[src/rtl/rsub_divider.sv]
module rsub_divider #(
  parameter int W = 8
) (
  input  logic         clk,
  input  logic         rst_n,
  input  logic         ld_a,
  input  logic         ld_b,
  input  logic         start,
  input  logic [W-1:0] dividend,
  input  logic [W-1:0] divisor,
  output logic [W-1:0] quot,
  output logic [W-1:0] rem,
  output logic         done,
  output logic         div_zero
);

  typedef enum logic [1:0] {S_IDLE, S_RUN, S_FIN} st_t;

  st_t          st;
  logic [W-1:0] a_q, b_q;
  logic [W:0]   diff;
  logic         fits;

  assign diff = {1'b0, rem} - {1'b0, b_q};
  assign fits = ~diff[W];
  assign done = (st == S_FIN);

  always_ff @(posedge clk or negedge rst_n) begin
    if (!rst_n) begin
      a_q <= '0;
      b_q <= '0;
    end else if (st == S_IDLE && !start) begin
      if (ld_a) a_q <= dividend;
      if (ld_b) b_q <= divisor;
    end
  end

  always_ff @(posedge clk or negedge rst_n) begin
    if (!rst_n) begin
      st       <= S_IDLE;
      quot     <= '0;
      rem      <= '0;
      div_zero <= 1'b0;
    end else begin
      case (st)
        S_IDLE: if (start) begin
          rem      <= a_q;
          div_zero <= (b_q == '0);
          if (b_q == '0) begin
            quot <= '1;
            st   <= S_FIN;
          end else begin
            quot <= '0;
            st   <= S_RUN;
          end
        end
        S_RUN: if (fits) begin
          rem  <= diff[W-1:0];
          quot <= quot + 1'b1;
        end else begin
          st <= S_FIN;
        end
        S_FIN: if (!start) st <= S_IDLE;
        default: st <= S_IDLE;
      endcase
    end
  end


  rem_below_div_chk: assert property (@(posedge clk) disable iff (!rst_n)
    (done && !div_zero) |-> (rem < b_q));


  quot_step_chk: assert property (@(posedge clk) disable iff (!rst_n)
    (st == S_RUN) |=> ((st == S_RUN && quot == $past(quot) + 1'b1) || st == S_FIN));


  result_hold_chk: assert property (@(posedge clk) disable iff (!rst_n)
    (st != S_RUN && !(st == S_IDLE && start)) |=> ($stable(quot) && $stable(rem)));


  done_hold_chk: assert property (@(posedge clk) disable iff (!rst_n)
    (done && start) |=> done);


  done_release_chk: assert property (@(posedge clk) disable iff (!rst_n)
    (done && !start) |=> !done);


  zero_div_chk: assert property (@(posedge clk) disable iff (!rst_n)
    (done && div_zero) |-> (quot == {W{1'b1}} && rem == a_q));

endmodule

[config.mk]
export PLATFORM = sky130hd
export DESIGN_NAME = rsub_divider
export DESIGN_NICKNAME = d
export VERILOG_FILES = /design/src/rtl/rsub_divider.sv
export SDC_FILE = /design/constraint.sdc
export NUM_CORES = 1
export LEC_CHECK = 0
export BUFFER_PORTS_ARGS = -buffer_cell sky130_fd_sc_hd__buf_2
export CORE_AREA = 4 4 78 80
export DETAILED_ROUTE_END_ITERATION = 7
export DIE_AREA = 0 0 82 84
export PLACE_DENSITY = 0.56
export SYNTH_ARGS = -nofsm -noshare
export SYNTH_HDL_FRONTEND = slang
export SYNTH_SLANG_ARGS = --single-unit
[constraint.sdc]
create_clock -name clk -period 5.64 [get_ports clk]
set_input_delay 0.282 -clock clk [delete_from_list [all_inputs] [get_ports clk]]
set_output_delay 0.282 -clock clk [all_outputs]
set_load 0.03 [all_outputs]
======== After elaboration in Yosys (flattened, before gate mapping) ========
Index checks and enable logic that the tools add are counted.
word-level totals
  flip-flop bits (word level) ............. 35
  input bits .............................. 21
  word-level logic and storage cells ...... 36
operators by class
  $add $sub $neg .......................... 2
  equal/unequal tests ..................... 6
  muxes and demuxes ....................... 12
  reductions and logical operators ........ 10
operators with widths
  cell                                                                   count
  8-bit two-way mux                                                      5
  8-bit one-hot mux with 2 select lines                                  2
  8-bit by 8-bit subtractor with 9-bit output                            1
  8-bit by 1-bit adder with 8-bit output, second input constant          1
  8-bit zero test                                                        1
  2-bit two-way mux                                                      4
  2-bit != test, second input constant                                   4
  2-bit one-hot mux with 3 select lines                                  1
  2-bit AND reduction                                                    3
  3-bit AND reduction                                                    2
  2-bit by 1-bit equality test with 1-bit output, second input constant  1
  2-bit equality test, second input constant                             1
  2-bit zero test                                                        1
  2-bit nonzero test                                                     1
  1-bit logical AND                                                      1
  1-bit zero test                                                        1

======== Longest topological paths before layout ========
  depth in word-level cells ............... 4
  mapped depth ............................ 11
  depth with buffers taken out ............ 9

======== Worst setup path after synthesis ========
No wires, ideal clock.
  path kind ............................... reg-to-reg
  from .................................... register rem[0]
  to ...................................... register quot[4]
  library setup time ...................... 0.121 ns
  arrival ................................. 2.400 ns
  setup slack ............................. 3.119 ns
  cell stages (with the launch flop) ...... 12
  path buffers ............................ 2
  period minus slack after synthesis ...... 2.521 ns
  cell sequence ........................... dfrtp_1 > inv_1 > ha_1 > inv_1 > fa_1 > a211oi_2 > o21ai_1 > o221a_4 > or2_1 > buf_6 > buf_8 > a22o_1
between the ends
  longest elaborated chain between the ends .. 3
ends and longest elaborated chain
  what                                         line  text
  start: declaration                           12    output logic [W-1:0] rem,
  start signal: assignment                     47    rem <= a_q;
  start signal: assignment                     58    rem <= diff[W-1:0];
  8-bit by 8-bit subtractor with 9-bit output  24    assign diff = {1'b0, rem} - {1'b0, b_q};
  2-bit != test (no line)                      n/a
  3-bit AND reduction (no line)                n/a
  end signal: assignment                       59    quot <= quot + 1'b1;
  end: declaration                             11    output logic [W-1:0] quot,
Every way passes these cells.
A chain may end at the register's enable or synchronous reset.

======== Final worst setup path ========
  from .................................... register rem[0]
  to ...................................... register rem[6]
between the ends
  longest elaborated chain between the ends .. 3
  elaborated cells on any way between the ends .. 5
  classes of those cells .................. add/sub: 1; eq/ne: 1; mux: 2; reduce/logical: 1
ends and longest elaborated chain
  what                                                                          line
  8-bit by 8-bit subtractor with 9-bit output (*)                               24
  8-bit two-way mux or 2-bit != test (tied branches)                            n/a
  8-bit one-hot mux with 2 select lines or 3-bit AND reduction (tied branches)  n/a
Every way passes the cells marked *; elsewhere a longest branch is shown, timed or not. The select of a mux whose other input is x is not followed.

==> results by group <==
Setup path
  – Worst reg-to-reg path cell count: 9
  – Crit-path slowest cell: or2_1
  – Crit-path max FO: 17
  – Reg2reg setup slack: 2.95 ns
  – Reg-to-Reg Start: rem[0]$_DFFE_PN0P_
  – CP most frequent cell: inv_1
  – Crit. End Element: register
  – Critical path class: reg2reg
  – Startpoint Class: register
  – CP cell instances: inv_1, ha_1, inv_1, fa_1, a211oi_2, o21ai_1, o221a_4, or2_1, mux2_4
  – Critical path's largest stage delay: 0.48 ns
  – Reg2reg end: rem[6]$_DFFE_PN0P_
  – Worst Path Required: 5.82 ns
  – CP arrival: 2.87 ns

Clock network
  – CTS Hold Bufs: 0
  – CTS Buffer Depth: 2
  – Setup bufs post-CTS: 0
  – Clk pin slew, worst setup/hold paths: 0.07 ns
  – CTS Sinks: 35
  – Total CTS buffers: 5
  – TritonCTS clock tree: done
  – # H-tree levels: 2
  – Resized cells post-CTS: 0
  – Worst skew pair latency: 0.29 ns
  – Clock root cell: clkbuf_8

Power
  – Pleak: 1.06 nW
  – Pwr dens: 654 mW/mm²
  – P_int: 0.834 mW
  – Logic pwr share: 56.6%
  – Sequential power share: 29.8%
  – Max IR drop VDD: 277 µV
  – Sw power: 0.675 mW
  – Switch share: 44.7%
  – Power share of the clock group: 13.5%
  – Pwr Total: 1.51 mW

Timing
  – RSZ-0062 raised after global routing: false
  – Setup violators final: 0
  – FMAX: 0.371 GHz
  – Worst Skew: 0.00574 ns
  – Tcrit/Tclk final: 47.7%
  – Slew @ Worst Pin: 0.912 ns
  – Setup TNS: 0 ns
  – Pins Over Slew Limit: 0
  – Fin Hold WS: 0.0567 ns
  – Min Clock Period, post-route: 2.69 ns
  – Hold Vio Cnt, Final: 0
  – Slew headroom: 39.2%
  – Final WS setup: 2.95 ns

GRT
  – First-pass GRT wire length: 7780 µm
  – Tot GR Track Use: 14.7%
  – GRT Residual Overflow: 0
  – Largest net degree at the start of global routing: 36
  – Vias in the first global route: 1616
  – Initial antenna violation count: 0

Placement
  – DP HPWL: 3250 µm
  – Placed insts: 301
  – Placed inst area: 0.00221 mm²
  – Dpl ws: 2.94 ns
  – RePlAce Congestion: 0.764
  – Count of port buffers added during placement: 38

Cells and area
  – Finished Layout Cells: 309
  – Most frequent cells in the layout: 38 x buf_2, 35 x dfrtp_1, 25 x nand2_1, 23 x o21ai_0, 12 x mux2_2
  – Commonest non-fill, non-tap cell in the layout: buf_2
  – Share of cells above drive strength 1: 29.5%
  – Syn-to-layout area delta: 15.0%
  – Final instance area: 0.00231 mm²
  – Fillers: 563
  – Final #Nets: 267
  – ANT cells: 0
  – Post-Route Utilization: 42.7%

Yosys
  – Asr flop ratio synth: 100%
  – Sequential share of the synthesized area: 43.6%
  – Ranking of synthesized cells by area: dfrtp_1 44%, mux2_2 6.7%, o21ai_0 5.7%
  – Yosys top cell by area: dfrtp_1
  – Yosys top cell area share: 43.6%
  – Mapped Cells: 200
  – Count of different cell masters after synthesis: 48
  – Synthesized area per cell: 10.0 µm²
  – Number of flops mapped to enable cells by yosys: 0
  – Main synth FF type: dfrtp_1
  – Syn nets: 231
  – Synthesized cell area: 0.00201 mm²
  – Syn. warnings: 0
  – Register bit total from synthesis: 35

Floorplan
  – Row Count: 27
  – I/O Pins: 39
  – Core ar.: 0.00541 mm²
  – DIE AREA: 0.00689 mm²
  – Initial Util: 37.1%
  – Die W: 82 µm
  – Die Span Y: 84 µm

Run
  – Max Cap Viol: 0

Detailed routing
  – Post-Route WL: 4570 µm
  – Vias: 1603
  – First drt pass iteration count: 4
  – Vias per inst: 5.19
  – Remaining DRCs: 0
  – Drt first-iter violations: 88
  – Routed length per placed instance: 14.8 µm
  – Final ANT Viol Nets: 0

Hold path
  – Worst min path class: in2async

Outcome
  – Outcome: complete, no violations
==> worst max path at each step <==
stage | cells past startpoint | to | from
6_report | 9 | rem[6]$_DFFE_PN0P_ | rem[0]$_DFFE_PN0P_
5_1_grt | 9 | rem[2]$_DFFE_PN0P_ | rem[0]$_DFFE_PN0P_
2_1_floorplan | 11 | quot[4]$_DFFE_PN0P_ | rem[0]$_DFFE_PN0P_
3_5_place_dp | 9 | rem[6]$_DFFE_PN0P_ | rem[0]$_DFFE_PN0P_
3_3_place_gp | 9 | rem[6]$_DFFE_PN0P_ | rem[0]$_DFFE_PN0P_
4_1_cts | 9 | rem[6]$_DFFE_PN0P_ | rem[0]$_DFFE_PN0P_
==> routing by layer <==
layer | up-vias | global-route usage (%) | part of all wire, %
met4 | 0 | 4.08 | 1.3
met5 | - | 0 | 0
met1 | 782 | 19.8 | 46
li1 | 787 | - | -
met3 | 6 | 4.64 | 5.3
met2 | 28 | 22.6 | 48
==> cells in the mapped netlist, drive strengths merged, types with 4 or more instances <==
library cell and count:
a21oi 6, a22o 6, a31oi 4, clkbuf 8
dfrtp 35, ha 9, inv 10, mux2 13
nand2 25, nor2 7, nor3 7, o21ai 24
==> power groups by stage <==
| stage | clock network (mW) | logic (mW) | registers (mW) |
|---|---|---|---|
| after floorplan | 0 | 0.621 | 0.527 |
| after global placement | 0 | 0.859 | 0.454 |
| after global routing | 0.223 | 0.965 | 0.468 |
| after CTS | 0.211 | 0.867 | 0.452 |
| final | 0.204 | 0.855 | 0.450 |
| after detailed placement | 0 | 0.859 | 0.456 |
==> sequential cells by signal, summed over array words and instances, names as in the netlist <==
name	flops
st	2
b_q	8
quot	8
div_zero	1
a_q	8
rem	8
==> critical path: cells and delay by family (launching register included) <==
family | cells | cell delay, ns
compound gates | 3 | 0.64
fa+ha+maj | 2 | 0.59
simple gates | 1 | 0.48
flops | 1 | 0.38
mux | 1 | 0.38
buf+inv | 2 | 0.12
==> logic make-up after synthesis <==
family | count (synthesis) | synth area share (%)
AOI/OAI and AO/OA | 57 | 19.0
xor gates and xnor gates | 3 | 1.31
adders and majority gates | 10 | 6.61
buffers and inverters | 20 | 6.17
DFF | 35 | 43.6
muxes | 15 | 8.48
and+or+nand+nor | 60 | 14.8
==> cell type report <==
type / count / area [µm²] / area share (%)
multi-input combinational: 145 / 1010 / 43.6
sequential: 35 / 876 / 37.9
timing repair buffer: 39 / 198 / 8.56
tap: 72 / 90.1 / 3.90
inverter: 10 / 37.5 / 1.63
clock buffer: 8 / 100 / 4.34
Note: power is estimated with default switching activity, not from simulation.
